===== src/rtl/sar_seq_pkg.sv =====
package sar_seq_pkg;
  localparam int DEF_RES_W   = 10;
  localparam int DEF_TRACK_P = 3;

  function automatic int frame_periods(input int res_w, input int track_p);
    return res_w + track_p;
  endfunction
endpackage


===== src/rtl/sar_rst_sync.sv =====
module sar_rst_sync (
  input  logic clk,
  input  logic rst_n,
  output logic rst_sync_n
);
  logic meta_q;

  always_ff @(posedge clk or negedge rst_n) begin
    if (!rst_n) begin
      meta_q     <= 1'b0;
      rst_sync_n <= 1'b0;
    end else begin
      meta_q     <= 1'b1;
      rst_sync_n <= meta_q;
    end
  end
endmodule


===== src/rtl/sar_frame_ctr.sv =====
module sar_frame_ctr #(
  parameter int FRAME_LEN = 13,
  parameter int PER_W     = 4
) (
  input  logic             clk,
  input  logic             rst_n,
  input  logic             start_n,
  output logic [PER_W-1:0] per_q
);
  localparam logic [PER_W-1:0] P_FIRST = PER_W'(1);
  localparam logic [PER_W-1:0] P_WAIT  = PER_W'(2);
  localparam logic [PER_W-1:0] P_LAST  = PER_W'(FRAME_LEN);

  logic             armed_q, armed_d;
  logic [PER_W-1:0] per_d;
  logic             adv;

  always_comb begin
    adv = 1'b1;
    if (per_q == P_WAIT && start_n && !armed_q) adv = 1'b0;
    per_d = per_q;
    if (adv) per_d = (per_q == P_LAST) ? P_FIRST : per_q + PER_W'(1);
    armed_d = (per_q == P_FIRST) && !start_n;
  end

  always_ff @(posedge clk or negedge rst_n) begin
    if (!rst_n) begin
      per_q   <= P_FIRST;
      armed_q <= 1'b0;
    end else begin
      per_q   <= per_d;
      armed_q <= armed_d;
    end
  end

  a_r1_wrap: assert property (@(posedge clk) disable iff (!rst_n)
    per_q == P_LAST |=> per_q == P_FIRST);
  a_r1_step: assert property (@(posedge clk) disable iff (!rst_n)
    (per_q != P_LAST && per_q != P_WAIT) |=> per_q == $past(per_q) + PER_W'(1));
  a_r7_wait: assert property (@(posedge clk) disable iff (!rst_n)
    (per_q == P_WAIT && $past(per_q) == P_WAIT && start_n) |=> per_q == P_WAIT);
  a_r8_resume: assert property (@(posedge clk) disable iff (!rst_n)
    (per_q == P_WAIT && !start_n) |=> per_q == PER_W'(3));
endmodule


===== src/rtl/sar_bit_engine.sv =====
module sar_bit_engine #(
  parameter int RES_W     = 10,
  parameter int TRACK_P   = 3,
  parameter int FRAME_LEN = 13,
  parameter int PER_W     = 4
) (
  input  logic             clk,
  input  logic             rst_n,
  input  logic [PER_W-1:0] per,
  input  logic             cmp,
  output logic [RES_W-1:0] dac,
  output logic [RES_W-1:0] result_q
);
  localparam logic [PER_W-1:0] P_LAST  = PER_W'(FRAME_LEN);
  localparam logic [PER_W-1:0] P_TRKND = PER_W'(TRACK_P);

  logic             hold;
  logic [RES_W-1:0] trial_mask;
  logic [RES_W-1:0] sar_q, sar_d, result_d;

  always_comb begin
    hold = per > P_TRKND;
    for (int i = 0; i < RES_W; i++) begin
      trial_mask[i] = hold && (per == PER_W'(FRAME_LEN - i));
    end
    dac = hold ? (sar_q | trial_mask) : '0;
    sar_d = sar_q;
    if (per == P_TRKND) sar_d = '0;
    else if (hold && cmp) sar_d = sar_q | trial_mask;
    result_d = result_q;
    if (per == P_LAST) result_d = sar_d;
  end

  always_ff @(posedge clk or negedge rst_n) begin
    if (!rst_n) begin
      sar_q    <= '0;
      result_q <= '0;
    end else begin
      sar_q    <= sar_d;
      result_q <= result_d;
    end
  end

  a_r4_result_stable: assert property (@(posedge clk) disable iff (!rst_n)
    per != P_LAST |=> $stable(result_q));
  a_r3_one_trial: assert property (@(posedge clk) disable iff (!rst_n)
    hold |-> $countones(dac & ~sar_q) == 1);
  a_r3_track_zero: assert property (@(posedge clk) disable iff (!rst_n)
    !hold |-> dac == '0);
endmodule


===== src/rtl/sar_ready_flag.sv =====
module sar_ready_flag #(
  parameter int FRAME_LEN = 13,
  parameter int PER_W     = 4
) (
  input  logic             clk,
  input  logic             rst_n,
  input  logic [PER_W-1:0] per,
  input  logic             start_n,
  input  logic             clear_n,
  output logic             rdy_q
);
  localparam logic [PER_W-1:0] P_FIRST = PER_W'(1);
  localparam logic [PER_W-1:0] P_WAIT  = PER_W'(2);
  localparam logic [PER_W-1:0] P_LAST  = PER_W'(FRAME_LEN);

  logic rdy_d;

  always_comb begin
    rdy_d = rdy_q;
    if (per == P_LAST) rdy_d = 1'b1;
    else if ((per == P_FIRST || per == P_WAIT) && !start_n) rdy_d = 1'b0;
    if (!clear_n) rdy_d = 1'b0;
  end

  always_ff @(posedge clk or negedge rst_n) begin
    if (!rst_n) rdy_q <= 1'b0;
    else        rdy_q <= rdy_d;
  end

  a_r9_clear: assert property (@(posedge clk) disable iff (!rst_n)
    !clear_n |=> !rdy_q);
  a_r5_rise_at_p1: assert property (@(posedge clk) disable iff (!rst_n)
    $rose(rdy_q) |-> per == P_FIRST);
  a_r5_set: assert property (@(posedge clk) disable iff (!rst_n)
    (per == P_LAST && clear_n) |=> rdy_q);
endmodule


===== src/rtl/sar_conv_seq.sv =====
module sar_conv_seq #(
  parameter int RES_W   = sar_seq_pkg::DEF_RES_W,
  parameter int TRACK_P = sar_seq_pkg::DEF_TRACK_P
) (
  input  logic             clk,
  input  logic             rst_n,
  input  logic             conv_start_n,
  input  logic             rdy_clear_n,
  input  logic             cmp_bit,
  output logic             track_en,
  output logic [RES_W-1:0] dac_trial,
  output logic [RES_W-1:0] conv_result,
  output logic             result_ready
);
  localparam int FRAME_LEN = sar_seq_pkg::frame_periods(RES_W, TRACK_P);
  localparam int PER_W     = $clog2(FRAME_LEN + 1);

  logic             rst_int_n;
  logic [PER_W-1:0] per;

  sar_rst_sync u_rst (
    .clk        (clk),
    .rst_n      (rst_n),
    .rst_sync_n (rst_int_n)
  );

  sar_frame_ctr #(.FRAME_LEN(FRAME_LEN), .PER_W(PER_W)) u_ctr (
    .clk     (clk),
    .rst_n   (rst_int_n),
    .start_n (conv_start_n),
    .per_q   (per)
  );

  sar_bit_engine #(.RES_W(RES_W), .TRACK_P(TRACK_P), .FRAME_LEN(FRAME_LEN), .PER_W(PER_W)) u_sar (
    .clk      (clk),
    .rst_n    (rst_int_n),
    .per      (per),
    .cmp      (cmp_bit),
    .dac      (dac_trial),
    .result_q (conv_result)
  );

  sar_ready_flag #(.FRAME_LEN(FRAME_LEN), .PER_W(PER_W)) u_rdy (
    .clk     (clk),
    .rst_n   (rst_int_n),
    .per     (per),
    .start_n (conv_start_n),
    .clear_n (rdy_clear_n),
    .rdy_q   (result_ready)
  );

  assign track_en = (per <= PER_W'(TRACK_P));

  a_r2_hold_start: assert property (@(posedge clk) disable iff (!rst_int_n)
    $fell(track_en) |-> per == PER_W'(TRACK_P + 1));
  a_r2_track_start: assert property (@(posedge clk) disable iff (!rst_int_n)
    $rose(track_en) |-> per == PER_W'(1));
endmodule


===== config.mk =====
export PLATFORM = sky130hd
export DESIGN_NAME = sar_conv_seq
export DESIGN_NICKNAME = d
export VERILOG_FILES = /design/src/rtl/sar_seq_pkg.sv /design/src/rtl/sar_rst_sync.sv /design/src/rtl/sar_frame_ctr.sv /design/src/rtl/sar_bit_engine.sv /design/src/rtl/sar_ready_flag.sv /design/src/rtl/sar_conv_seq.sv
export SDC_FILE = /design/constraint.sdc
export NUM_CORES = 1
export LEC_CHECK = 0
export ABC_AREA = 1
export BUFFER_PORTS_ARGS = -buffer_cell sky130_fd_sc_hd__buf_4
export CORE_ASPECT_RATIO = 0.9
export CORE_UTILIZATION = 43
export CTS_BUF_LIST = sky130_fd_sc_hd__clkbuf_4
export DETAILED_ROUTE_END_ITERATION = 6
export GPL_ROUTABILITY_DRIVEN = 1
export PLACE_DENSITY = 0.67
export SLEW_MARGIN = 20
export SYNTH_ARGS = -nofsm -noshare
export SYNTH_HDL_FRONTEND = slang
export SYNTH_HIERARCHICAL = 1
export SYNTH_SLANG_ARGS = --single-unit

===== constraint.sdc =====
create_clock -name clk -period 1.4 [get_ports clk]
set_clock_uncertainty 0.1 [all_clocks]
set_input_delay 0.14 -clock clk [delete_from_list [all_inputs] [get_ports clk]]
set_output_delay 0.14 -clock clk [all_outputs]
set_load 0.02 [all_outputs]

; Word level (Yosys, flattened, before mapping)
; Index checks and enable logic that the tools add are counted.
[word_totals]
mem_bits_ro = 0
elab_cells = 50
ramBits = 0
out_inout_bits = 22
n_memories = 0
latchBits = 0
ff_bits = 28
[classes]
n_shift = 0
add_sub_neg = 1
n_mux = 7
n_div = 0
mul = 0
bitwise = 1
magnitude_cmp = 2
n_eq_ne = 14
n_reduce_logical = 18
[ops]
columns = cell, n
row1 = 10-bit two-way mux, 3
row2 = 4-bit equality test (second input constant), 6
row3 = 4-bit by 3-bit equality test with 1-bit output (second input constant), 4
row4 = 1-bit logical AND, 15
row5 = 10-bit bitwise OR, 1
row6 = 4-bit by 2-bit equality test with 1-bit output (second input constant), 2
row7 = 4-bit by 1-bit adder with 4-bit output (second input constant), 1
row8 = 4-bit by 1-bit equality test with 1-bit output (second input constant), 1
row9 = 4-bit by 2-bit greater-than comparator with 1-bit output (second input constant), 1
row10 = 4-bit by 2-bit <= comparator with 1-bit output (second input constant), 1
row11 = 4-bit two-way mux, 1
row12 = 1-bit two-way mux, 3
row13 = 3-bit by 1-bit != test with 1-bit output (second input constant), 1
row14 = 1-bit logical NOT, 2
row15 = 1-bit logical OR, 1

; Longest topological paths before layout
[depth]
depth_word = 6
mapped_depth = 6
depth_no_buf = 6

; By module
; Netlist, hierarchy kept.
[by_module_without_submodules]
columns = module, cells_per_inst, area_each_um2, n_inst, seq_area_each_um2
row1 = sar_bit_engine, 138, 1054.8, 1, 500.5
row2 = sar_frame_ctr, 27, 227.7, 1, 126.4
row3 = sar_ready_flag, 18, 97.6, 1, 25.0
row4 = sar_rst_sync, 3, 53.8, 1, 50.0
row5 = sar_conv_seq, 1, 3.8, 1, 0.0

; Least setup slack after synthesis
; Ideal clock, no wire load.
[synth_timing]
kind = flip-flop to output port
start = register u_ctr.per_q[0]
end = output port dac_trial[0]
path_stages_with_launch = 6
path_slack_ns = -0.085
t_arrival_ns = 1.245
cell_sequence = dfstp_2 inv_2 nor2_4 nand2_4 buf_6 a21oi_2
[synth_between]
elab_chain_len = 4
word_cells_on_any_way = 5
cone_classes = order compare (1) / eq/ne (1) / mux (1) / bitwise (1) / reduce/logical (1)
[synth_lines]
columns = element, line
row1 = from (decl), sar_frame_ctr.sv:8  ; output logic [PER_W-1:0] per_q
row2 = from (signal assigned), sar_frame_ctr.sv:31  ; per_q <= per_d;
row3 = 4-bit by 2-bit greater-than comparator with 1-bit output / 4-bit equality test (equally long branches), "sar_bit_engine.sv:22, sar_bit_engine.sv:24"
row4 = 1-bit logical AND, sar_bit_engine.sv:24  ; trial_mask[i] = hold && (per == PER_W'(FRAME_LEN - i));
row5 = 10-bit bitwise OR, sar_bit_engine.sv:26  ; dac = hold ? (sar_q | trial_mask) : '0;
row6 = 10-bit two-way mux (*), sar_bit_engine.sv:26
row7 = to (decl), sar_conv_seq.sv:11  ; output logic [RES_W-1:0] dac_trial,
; Mark *: on every way between the ends. The rest lies on a longest branch, timed or not.

; Final worst setup path
[layout_timing]
start = register u_ctr.per_q[0]
end = output port dac_trial[4]
; The elaborated chain is that of the path after synthesis.

==> flow_summary.toml <==
[synth]
synth.avg_cell_area_um2 = 7.688
syn_inst = 187
synth_nets = 192
netlist_area_um2 = 1438
synth_top_area_share_pct = 47.00
ys_ff_latch = 28
ys_types = 22
yosysSeqAreaShare_pct = 48.83
synth_area_leaders = "dfrtp_1 47%, nand2_1 13%, a21oi_1 7.3%, inv_1 6.3%, nor2_1 5.5%"
synth_top_cell_by_area = "dfrtp_1"
yosys_warnings = 6

[floorplan]
die-area_um2 = 3579
ioPinCount = 27
fp.dieH_um = 56.86
floorplan.rows = 19
core_um2 = 3114
start_util_pct = 46.16
dieWidth_um = 62.95

[setup_path]
start_kind = "flop"
worst-r2r-cell-count = 7
crit_required_ns = 1.16
worstSetupPathType = "flop to output pin"
end_kind = "output pin"
worstPathArrival_ns = 1.54
path_max_fanout = 4

[sta]
rsz0062_at_grt = "true"
hold_viol_final = 0
finalCritPeriodShare_pct = 127.1
max_clock_freq_mhz = 561.9
holdWs_ns = 0.03643
finalMaxSlewViolations = 0
fin_crit_ns = 1.780
setup_slack_ns = -0.3796
setup_viol = 19

[placement]
dpl_cell_area_um2 = 1744
place_ws_ns = 0.05656
io_buffers = 26
post-dp-hpwl_mm = 2.366
dp_cells = 262
place_congestion = 0.9268

[clocking]
cts_tree = "yes"
cts.sinks = 28
cts_root_buffer = "clkbuf_4"
cts_buffers = 3
clk_latency_ns = 0.35
clkTransAtPathRegs_ns = 0.17
cts_buffer_depth = 2
htreeDepth = 1

[cells_and_area]
final_nets = 242
area_growth_pct = 43.43
stdcell_area_um2 = 2062
drive_gt1_share_pct = 39.83
fill_cells = 265
diodes = 0
stdcell_count = 278

[route]
drt_wl_total_mm = 3.584
wire_per_inst_um = 12.89
drtIter0Drc = 60
via_per_inst = 4.871
num_vias = 1354
drcViolationCount = 0
antenna_left = 0
firstDrtPassIters = 4

[outcome]
violations = "setup timing"
status = "finished, violations left"

[worst_hold_path]
hold_path_class = "primary input to flop"
hold_depth = 3

[global_routing]
grt_pass1_wl_mm = 5.720
grt_usage_pct = 20.85
grt_overflow = 0
grt_max_degree = 18
antenna_found_initial = 0
grt_pass1_vias = 1289

[power]
vdd_ir_drop_max_mv = 1.275
leakagePower_nw = 1.097
powerDensity_nw_per_um2 = 2288

[run]
drv_cap = 0
-- power breakdown --
part,total [W],switching [W],internal (W)
Sequential,0.00133,0.000233,0.00110
Combinational,0.00303,0.00173,0.00129
Clock,0.000360,0.000255,0.000105
Total,0.00472,0.00222,0.00249
-- per-layer routing --
metal	vias to the layer above	wire length, µm	track usage [%]
li1	668	-	-
met5	-	0	0
met2	34	1865	36.25
met4	0	19	5.648
met1	650	1525	25.68
met3	2	173	4.878
-- registers in the layout, indices dropped and copies added, names as in the netlist --
name / cells
u_ctr/armed_q: 1
u_sar/result_q: 10
u_ctr/per_q: 4
u_rst/rst_sync_n: 1
u_sar/sar_q: 10
u_rdy/rdy_q: 1
u_rst/meta_q: 1
-- worst max-delay path: stages (launching register included) --
cell     delay (ns)
dfstp_2        0.61
inv_2          0.05
nor2_4         0.15
nand2_2        0.09
a21oi_2        0.16
buf_4          0.16
-- synth_stat cells (all sizes together) --
master and instances:
buf 5, nor3b 1, nand3 13, dfstp 1, nor2 24, a21oi 22
dfrtp 27, conb 1, o21ai 5, inv 27, and2 9, nand2 52
-- layout by cell type, fill, tap and decap left out, drive strengths merged --
cell type    count
dfrtp           27
a21oi           22
dlygate4sd3      4
o21ai            5
nor3b            1
clkinv           1
nand3           13
dfstp            1
clkbuf           3
and2             9
inv             27
nor2            24
buf             46
nand2           52
conb             1
-- logic make-up after synthesis --
| family | synth area share, % |
|---|---|
| compound gates | 9.922 |
| buf+inv | 10.27 |
| flops | 48.83 |
| other cells | 0.2608 |
| simple gates | 30.72 |
-- area by class of cell --
cell class	count	area, µm²	area share, %
Sequential cell	28	703.2	34.10
Multi-Input combinational cell	127	729.5	35.38
Clock buffer	3	22.52	1.092
Clock inverter	1	3.754	0.1820
Timing Repair Buffer	50	439.2	21.30
Inverter	27	111.4	5.400
Tap cell	42	52.55	2.549
-- metrics by stage --
stage	setup TNS, ns	total power (W)	utilization, %
after global routing	-5.630	0.005052	66.21
after detailed placement	0	0.003650	56.01
after global placement	0	0.003591	56.01
final	-3.840	0.004717	66.21
after CTS	-3.091	0.004208	60.39
after floorplan	-0.4194	0.002828	-
-- timing repair --
action	CTS	global route
endpoints found under the hold margin	4	0
resized for setup	17	40
setup endpoints to repair	11	27
hold buffers	4	0
gates cloned	0	0
pin swaps	4	11
buffers inserted	2	8
-- worst paths after layout --
kind / startpoint / to / slack (ns)
setup / recovery: u_ctr/per_q[0] / dac_trial[4] / -0.38
hold / removal: cmp_bit / u_sar/sar_q[0] / 0.04
setup reg to reg: u_ctr/per_q[0] / u_sar/result_q[1] / -0.09
hold reg to reg: u_rst/rst_sync_n / u_ctr/per_q[1] / 0.06
max in group asynchronous: rst_n / u_rst/rst_sync_n / 0.55
min in group asynchronous: u_rst/rst_sync_n / u_ctr/per_q[1] / 0.06
Power figures use the tool's default switching activity.
